==> src/rtl/crush_pkg.sv <==
package crush_pkg;

  typedef enum logic {
    CR_IDLE = 1'b0,
    CR_BUSY = 1'b1
  } crushState_e;

  // strobes from control to datapath
  typedef struct packed {
    logic clearIdx;  // load the pair index with zero
    logic advance;   // step the pair index by LANES
    logic writeOk;   // lanes may issue writes this cycle
  } crushStrobes_t;

endpackage

==> src/rtl/crush_ctrl.sv <==
module crush_ctrl
  import crush_pkg::*;
(
  input  logic          clk,
  input  logic          rstN,
  input  logic          start,
  input  logic          atLast,
  output crushStrobes_t strobes,
  output logic          busy,
  output logic          done
);

  crushState_e state;

  always_comb begin
    strobes.clearIdx = (state == CR_IDLE) && start;
    strobes.advance  = (state == CR_BUSY);
    strobes.writeOk  = (state == CR_BUSY);
  end

  assign busy = (state == CR_BUSY);

  always_ff @(posedge clk or negedge rstN) begin
    if (!rstN) begin
      state <= CR_IDLE;
      done  <= 1'b0;
    end else begin
      done <= (state == CR_BUSY) && atLast;
      case (state)
        CR_IDLE: if (start) state <= CR_BUSY;
        CR_BUSY: if (atLast) state <= CR_IDLE;
        default: state <= CR_IDLE;
      endcase
    end
  end

  // done lasts one cycle
  p_done_pulse_r4: assert property (@(posedge clk) disable iff (!rstN)
    done |=> !done);

  // done only follows a busy cycle
  p_done_after_busy_r4: assert property (@(posedge clk) disable iff (!rstN)
    $rose(done) |-> $past(state == CR_BUSY));

  // start cannot cut a pass short or restart it
  p_start_ignored_r6: assert property (@(posedge clk) disable iff (!rstN)
    (state == CR_BUSY && !atLast) |=> (state == CR_BUSY && !done));

endmodule

==> src/rtl/crush_lane.sv <==
module crush_lane #(
  parameter int N       = 256,
  parameter int W       = 8,
  parameter int AW      = 8,
  parameter int LANE_ID = 0
) (
  input  logic [AW-1:0] baseIdx,
  input  logic          writeOk,
  output logic [AW-1:0] loAddr,
  output logic [AW-1:0] hiAddr,
  input  logic [W-1:0]  loData,
  input  logic [W-1:0]  hiData,
  output logic          swapEn,
  output logic [W-1:0]  loWrData,
  output logic [W-1:0]  hiWrData
);

  localparam logic [AW-1:0] TOP_IDX = AW'(N - 1);
  localparam logic [AW-1:0] OFFSET  = AW'(LANE_ID);

  always_comb begin
    loAddr   = baseIdx + OFFSET;
    hiAddr   = TOP_IDX - loAddr;
    swapEn   = writeOk && (loData > hiData);
    loWrData = hiData;
    hiWrData = loData;
  end

endmodule

==> src/rtl/crush_datapath.sv <==
module crush_datapath
  import crush_pkg::*;
#(
  parameter int N     = 256,
  parameter int W     = 8,
  parameter int LANES = 2,
  parameter int AW    = $clog2(N),
  parameter int PORTS = 2 * LANES
) (
  input  logic                clk,
  input  logic                rstN,
  input  crushStrobes_t       strobes,
  output logic                atLast,
  output logic [PORTS*AW-1:0] rdAddr,
  input  logic [PORTS*W-1:0]  rdData,
  output logic [PORTS-1:0]    wrEn,
  output logic [PORTS*AW-1:0] wrAddr,
  output logic [PORTS*W-1:0]  wrData
);

  localparam logic [AW-1:0] LAST_IDX = AW'(N / 2 - LANES);
  localparam logic [AW-1:0] STEP     = AW'(LANES);

  logic [AW-1:0] idx;

  always_ff @(posedge clk or negedge rstN) begin
    if (!rstN)                idx <= '0;
    else if (strobes.clearIdx) idx <= '0;
    else if (strobes.advance)  idx <= idx + STEP;
  end

  assign atLast = (idx == LAST_IDX);

  for (genvar l = 0; l < LANES; l++) begin : g_lane
    logic [AW-1:0] loAddr, hiAddr;
    logic          swapEn;
    logic [W-1:0]  loWrData, hiWrData;

    crush_lane #(.N(N), .W(W), .AW(AW), .LANE_ID(l)) u_lane (
      .baseIdx (idx),
      .writeOk (strobes.writeOk),
      .loAddr  (loAddr),
      .hiAddr  (hiAddr),
      .loData  (rdData[(2*l)*W +: W]),
      .hiData  (rdData[(2*l+1)*W +: W]),
      .swapEn  (swapEn),
      .loWrData(loWrData),
      .hiWrData(hiWrData)
    );

    assign rdAddr[(2*l)*AW +: AW]   = loAddr;
    assign rdAddr[(2*l+1)*AW +: AW] = hiAddr;
    assign wrAddr[(2*l)*AW +: AW]   = loAddr;
    assign wrAddr[(2*l+1)*AW +: AW] = hiAddr;
    assign wrEn[2*l]                = swapEn;
    assign wrEn[2*l+1]              = swapEn;
    assign wrData[(2*l)*W +: W]     = loWrData;
    assign wrData[(2*l+1)*W +: W]   = hiWrData;
  end

  // no writes leave the block outside a pass
  p_no_write_idle_r8: assert property (@(posedge clk) disable iff (!rstN)
    !strobes.writeOk |-> (wrEn == '0));

  // a new pass begins at pair 0
  p_first_pair_r5: assert property (@(posedge clk) disable iff (!rstN)
    strobes.clearIdx |=> (rdAddr[AW-1:0] == '0));

  // lane 0 moves forward by LANES pairs per busy cycle
  p_idx_step_r5: assert property (@(posedge clk) disable iff (!rstN)
    (strobes.advance && !atLast) |=>
      (rdAddr[AW-1:0] == $past(rdAddr[AW-1:0]) + STEP));

endmodule

==> src/rtl/mirror_crush.sv <==
module mirror_crush
  import crush_pkg::*;
#(
  parameter int N     = 256,
  parameter int W     = 8,
  parameter int LANES = 2,
  parameter int AW    = $clog2(N)
) (
  input  logic                    clk,
  input  logic                    rstN,
  input  logic                    start,
  output logic                    done,
  output logic                    rdValid,
  output logic [2*LANES*AW-1:0]   rdAddr,
  input  logic [2*LANES*W-1:0]    rdData,
  output logic [2*LANES-1:0]      wrEn,
  output logic [2*LANES*AW-1:0]   wrAddr,
  output logic [2*LANES*W-1:0]    wrData
);

  localparam int PORTS = 2 * LANES;

  crushStrobes_t strobes;
  logic          atLast;
  logic          busy;

  crush_ctrl u_ctrl (
    .clk    (clk),
    .rstN   (rstN),
    .start  (start),
    .atLast (atLast),
    .strobes(strobes),
    .busy   (busy),
    .done   (done)
  );

  crush_datapath #(.N(N), .W(W), .LANES(LANES), .AW(AW), .PORTS(PORTS)) u_dp (
    .clk    (clk),
    .rstN   (rstN),
    .strobes(strobes),
    .atLast (atLast),
    .rdAddr (rdAddr),
    .rdData (rdData),
    .wrEn   (wrEn),
    .wrAddr (wrAddr),
    .wrData (wrData)
  );

  assign rdValid = busy;

endmodule

==> config.mk <==
export PLATFORM = sky130hd
export DESIGN_NAME = mirror_crush
export DESIGN_NICKNAME = d
export VERILOG_FILES = /design/src/rtl/crush_pkg.sv /design/src/rtl/crush_ctrl.sv /design/src/rtl/crush_lane.sv /design/src/rtl/crush_datapath.sv /design/src/rtl/mirror_crush.sv
export SDC_FILE = /design/constraint.sdc
export NUM_CORES = 1
export LEC_CHECK = 0
export ABC_CLOCK_PERIOD_IN_PS = 2000
export BUFFER_PORTS_ARGS = -buffer_cell sky130_fd_sc_hd__buf_4
export CORE_MARGIN = 2
export CORE_UTILIZATION = 25
export DETAILED_ROUTE_END_ITERATION = 16
export GPL_TIMING_DRIVEN = 1
export PLACE_DENSITY = 0.64
export SYNTH_ARGS = -nofsm -noshare
export SYNTH_HDL_FRONTEND = slang
export SYNTH_SLANG_ARGS = --single-unit
==> constraint.sdc <==
create_clock -name clk -period 2 [get_ports clk]
set_input_delay 0.2 -clock clk [delete_from_list [all_inputs] [get_ports clk]]
set_output_delay 0.2 -clock clk [all_outputs]
set_load 0.005 [all_outputs]
After elaboration in Yosys (flattened, before gate mapping)
Cells that the tools add are included.

word-level totals
  bits in registers = 10
  bits in latches = 0
  bits in writable memories = 0
  ROM bits = 0
  output and inout port bits = 102
  word-level logic and storage cells = 21
  memories kept = 0

cells by class
  $add $sub $neg = 4
  multipliers = 0
  div/mod/pow operators = 0
  order comparisons = 2
  eq/ne operators = 1
  shift operators = 0
  muxes and demuxes = 5
  bitwise logic cells = 1
  reduce and logical (&&, ||, !) cells = 5

operators with widths
  kind                                            count
  greater-than comparator 8 bit                   2
  2-to-1 mux 8 bit                                2
  subtractor 8 bit (first input constant)         2
  adder 8 x 1 -> 8 bit (second input constant)    1
  adder 8 x 2 -> 8 bit (second input constant)    1
  == test 8 x 7 -> 1 bit (second input constant)  1
  logical AND 1 bit                               4
  2-to-1 mux 1 bit                                2
  one-hot mux 1 bit (2 select lines)              1
  nonzero test 2 bit                              1
  inverter 1 bit                                  1

Logic depth before layout (Yosys ltp)
  depth in word-level cells = 3
  mapped depth = 7

Modules after synthesis
A second synthesis with hierarchy kept.

unflattened totals
  cell total of the unflattened synthesis = 205
  area total of the unflattened synthesis = 1,609.0 µm²

modules (own cells, without submodules)
  module                              times used  cells each  area an instance (µm²)  seq. area each (µm²)
  crush_datapath                      1           70          610.6                   175.2
  crush_lane (u_dp.g_lane[1].u_lane)  1           67          479.2                   0.0
  crush_lane (u_dp.g_lane[0].u_lane)  1           60          426.7                   0.0
  crush_ctrl                          1           8           92.6                    50.0

Least setup slack after synthesis
OpenSTA, ideal clock, no wires.

  kind = in2out
  start = input rdData[25]
  end = output wrEn[2]
  arrival = 1.155 ns
  path slack = 0.645 ns
  stages = 7
  buffers on the path = 1
  cell sequence = inv_1 -> ha_1 -> nor2b_1 -> o211ai_1 -> a21o_1 -> a31oi_1 -> buf_4

between the ends
  cells in the longest elaborated chain, start to end = 2

ends and longest elaborated chain
  item                           line                source
  start, declared                mirror_crush.sv:15  input logic [2*LANES*W-1:0] rdData,
  greater-than comparator 8 bit  crush_lane.sv:24    swapEn = writeOk && (loData > hiData);
  logical AND 1 bit              crush_lane.sv:24
  end, declared                  mirror_crush.sv:16  output logic [2*LANES-1:0] wrEn,

No other way between the ends.

Final worst setup path
  start = register u_ctrl.state (netlist: u_ctrl.busy)
  end = output wrEn[2]

between the ends
  cells in the longest elaborated chain, start to end = 1

ends and longest elaborated chain
  item                    line              source
  start, declared         crush_ctrl.sv:13  crushState_e state;
  start signal, assigned  crush_ctrl.sv:25  state <= CR_IDLE;
  start signal, assigned  crush_ctrl.sv:30  CR_IDLE: if (start) state <= CR_BUSY;
  start signal, assigned  crush_ctrl.sv:31  CR_BUSY: if (atLast) state <= CR_IDLE;
  logical AND 1 bit       crush_lane.sv:24

No other way between the ends.

==> summary.md <==
| Metric | Value |
|---|---|
| Outcome | complete, no violations |
| CTS resizes | 0 |
| CP max FO | 16 |
| Die footprint | 6450 sq um |
| Wire length per cell after detailed routing | 10.4 um |
| Area growth from synthesis to layout | 36.7% |
| Proportion of power drawn by flip-flops and latches | 21.8% |
| Clk slew on worst S/H paths | 40 ps |
| Total overflow reported by the global router | 0 |
| CTS H-tree lvls | 1 |
| Clock latency on the worst-skew pair | 230 ps |
| Req. time, crit path | 1800 ps |
| Number of buffers added by the clock tree synthesis step | 3 |
| Wire length of the first global-routing pass | 4.85 mm |
| Endpoint of the worst register-to-register path | u_dp.idx[7]$_DFFE_PN0P_ |
| Type of the tightest min-delay check | input port to flop |
| Met2 GRT Util | 17.3% |
| Post-route DRC | 0 |
| Final setup violation count | 0 |
| Pre-CTS setup slack | 440 ps |
| Clock buffer depth | 2 |
| Startpoint class of the critical path | flop |
| Hold Crit Start | start |
| Estimated wirelength of the detail-placed design | 2.84 mm |
| Reg2Reg Setup Slack | 560 ps |
| Die width | 80.3 um |
| Most heavily used metal layer in global routing | met2 |
| Portion of the clock cycle consumed by the worst path in the final layout | 82.1% |
| Mapped Area | 1460 sq um |
| Final setup TNS | 0 ps |
| CTS tree | built |
| Worst path max stage delay | 660 ps |
| Worst R2R Start | u_dp.idx[2]$_DFFE_PN0P_ |
| GRT met3 Usage | 1.35% |
| Setup crit start | u_ctrl.busy$_DFF_PN0_ |
| Fraction of power consumed by the clock network | 10.2% |
| Dominant delay contributor by cell family on the critical path | flip-flops |
| I/O pins | 137 |
| Psw | 0.757 mW |
| Initial standard-cell utilization of the core | 26.1% |
| Global router's overall resource usage | 9.39% |
| Data arrival at the endpoint of the critical path | 1440 ps |
| Internal power consumption | 1.26 mW |
| Max Clk Rate | 0.609 GHz |
| R2r worst-path depth | 5 |
| Worst Setup EP | wrEn[2] |
| Cell with the largest stage delay on the worst path | dfrtp_1 |
| Die Height | 80.3 um |
| Max cap viols | 0 |
| Post-Syn Instances | 188 |
| Power per cell area | 1010 nW/um^2 |
| Setup slack of the critical path after layout | 358 ps |
| Ratio of cells with drive above 1 in the final layout | 55.1% |
| Overall routed net length | 3.29 mm |
| Global placement routability congestion | 0.656 |
| Post-synthesis sequential element count | 9 |
| Final hold violation count | 0 |
| Category of the worst setup path capture point | primary output |
| Time the worst path needs with I/O delays and setup | 1640 ps |
| Transition time at the pin with the least slew margin | 526 ps |
| Antenna Nets Post-Route | 0 |
| Unrepaired setup endpoints after global routing | false |
| Count of port buffers added during placement | 128 |
| Leakage Power | 1.15 nW |
| Max-slew violation count | 0 |
| Largest voltage drop on the vdd net | 0.499 mV |
| Number of search-and-repair iterations in the first detailed-routing pass | 4 |
| Nets@finish | 298 |
| Count of unique library cells instantiated by Yosys | 25 |
| Switching part of the total | 37.5% |
| Pin count of the biggest net entering global routing | 17 |
| Routed via count | 1,259 |
| Synthesis warning total | 0 |
| Final worst clock skew | 0.307 ps |
| Iteration-0 DRC Markers | 12 |
| Crit path buffers/inverters | 1 |
| Cell count along the critical path | 3 |
| Global-route met1 utilization | 10.8% |
| Number of sinks on the clock net | 9 |
| Number of placement rows | 27 |
| Root buf cell | clkbuf_8 |
| Std-Cell Core Area | 5570 sq um |
| Proportion of power drawn by combinational gates | 68.0% |
| Ordered cell list for the critical path | o21ai_0, a31oi_1, buf_4 |
| Antenna violations before repair | 0 |
| Antenna diode instance count | 0 |
| Post-Syn Area per Cell | 7.75 sq um |
| Normalized max-slew margin | 64.9% |
| Start-to-end type of the worst setup path | flop to primary output |
| Part of the Yosys area used for sequential elements | 15.5% |
| Post-DR vias/cell | 3.97 |
| Worst Hold Slack | 170 ps |
| Vias in the first global route | 1,104 |
[flip-flops by register name, indices dropped and copies added, names as in the netlist]
| signal | cells |
|---|---|
| u_ctrl.done | 1 |
| u_ctrl.busy | 1 |
| u_dp.idx | 7 |
[layout make-up]
type | count | area (sq um)
tap | 72 | 90.1
sequential | 9 | 225
timing repair buffer | 129 | 971
clock buffer | 4 | 45.0
multi-input combinational | 75 | 554
inverter | 28 | 105
fill | 594 | 3580
[worst min path at each step]
stage	slack (ps)	cells after the start	endpoint
after floorplan	-100	0	u_ctrl.busy$_DFF_PN0_
after global placement	30	1	u_ctrl.done$_DFF_PN0_
after detailed placement	30	1	u_ctrl.done$_DFF_PN0_
after CTS	170	2	u_dp.idx[2]$_DFFE_PN0P_
after global routing	180	2	u_dp.idx[2]$_DFFE_PN0P_
final	170	2	u_dp.idx[2]$_DFFE_PN0P_
[cells in the final DEF (no fill, tap or decap), types with 2 or more instances in the layout]
cell type	instances
inv_1	28
a31oi_1	2
a21oi_1	6
nand2_1	5
nand4_1	4
nand3_1	5
o211ai_1	2
a21o_1	4
dfrtp_1	9
nor2_1	2
clkbuf_8	3
nor2b_1	4
o21ai_0	8
conb_1	8
buf_4	128
ha_1	17
[cells in the mapped netlist (all sizes together)]
master / count / share of area [%]
o211ai: 2 / 1.0
nor3: 1 / 1.1
o21ai: 8 / 2.7
nand2b: 1 / 0.43
conb: 2 / 0.52
nand4: 4 / 1.7
and4: 1 / 0.77
mux2: 1 / 0.77
o22ai: 1 / 0.43
a21oi: 6 / 2.1
buf: 77 / 40
nor2b: 4 / 1.7
and3: 1 / 0.43
inv: 28 / 7.2
nand2: 5 / 1.3
a31oi: 2 / 0.86
clkbuf: 5 / 1.3
nand3: 6 / 2.9
dfrtp: 9 / 15
ha: 17 / 15
o31ai: 1 / 0.52
nor2: 2 / 0.52
a21o: 4 / 2.1
[power groups by stage]
stage               clock network (mW)  logic, mW  registers, mW
finish                           0.207       1.37          0.440
global route                     0.225       1.53          0.472
CTS                              0.212       1.40          0.451
detailed placement                   0       1.40          0.453
global placement                     0       1.38          0.445
floorplan                            0      0.929          0.395
[worst reg2reg max path, cell delays in order, from the launching register on]
cell and delay, ps:
dfrtp_1 510, ha_1 240, and3_1 200, nand3_1 120
a21oi_1 170, o22ai_1 80
[logic make-up after synthesis]
logic type / synth area share [%]
adders and majority gates: 14.6
and+or+nand+nor: 10.9
DFF: 15.5
muxes: 0.773
AOI/OAI and AO/OA: 9.71
other: 0.516
buffers and inverters: 48.0
[metal layers]
| metal | vias up | wire length [um] |
|---|---|---|
| met5 | - | 0 |
| met4 | 0 | 37 |
| met3 | 5 | 337 |
| met2 | 79 | 1670 |
| met1 | 545 | 1240 |
| li1 | 630 | - |
[stage by stage]
stage	cells	total power, mW	area [sq um]	utilization (%)
global route	317	2.23	1990	35.7
floorplan	194	1.32	1480	-
global placement	312	1.82	1940	34.7
finish	317	2.02	1990	35.7
CTS	317	2.06	1990	35.7
detailed placement	312	1.85	1940	34.7
[repair_timing]
action / in CTS / in global routing
hold buffers: 1 / 0
hold endpoints to repair: 9 / 0
buffers inserted: 0 / 0
Note: power is estimated with default switching activity, not from simulation.
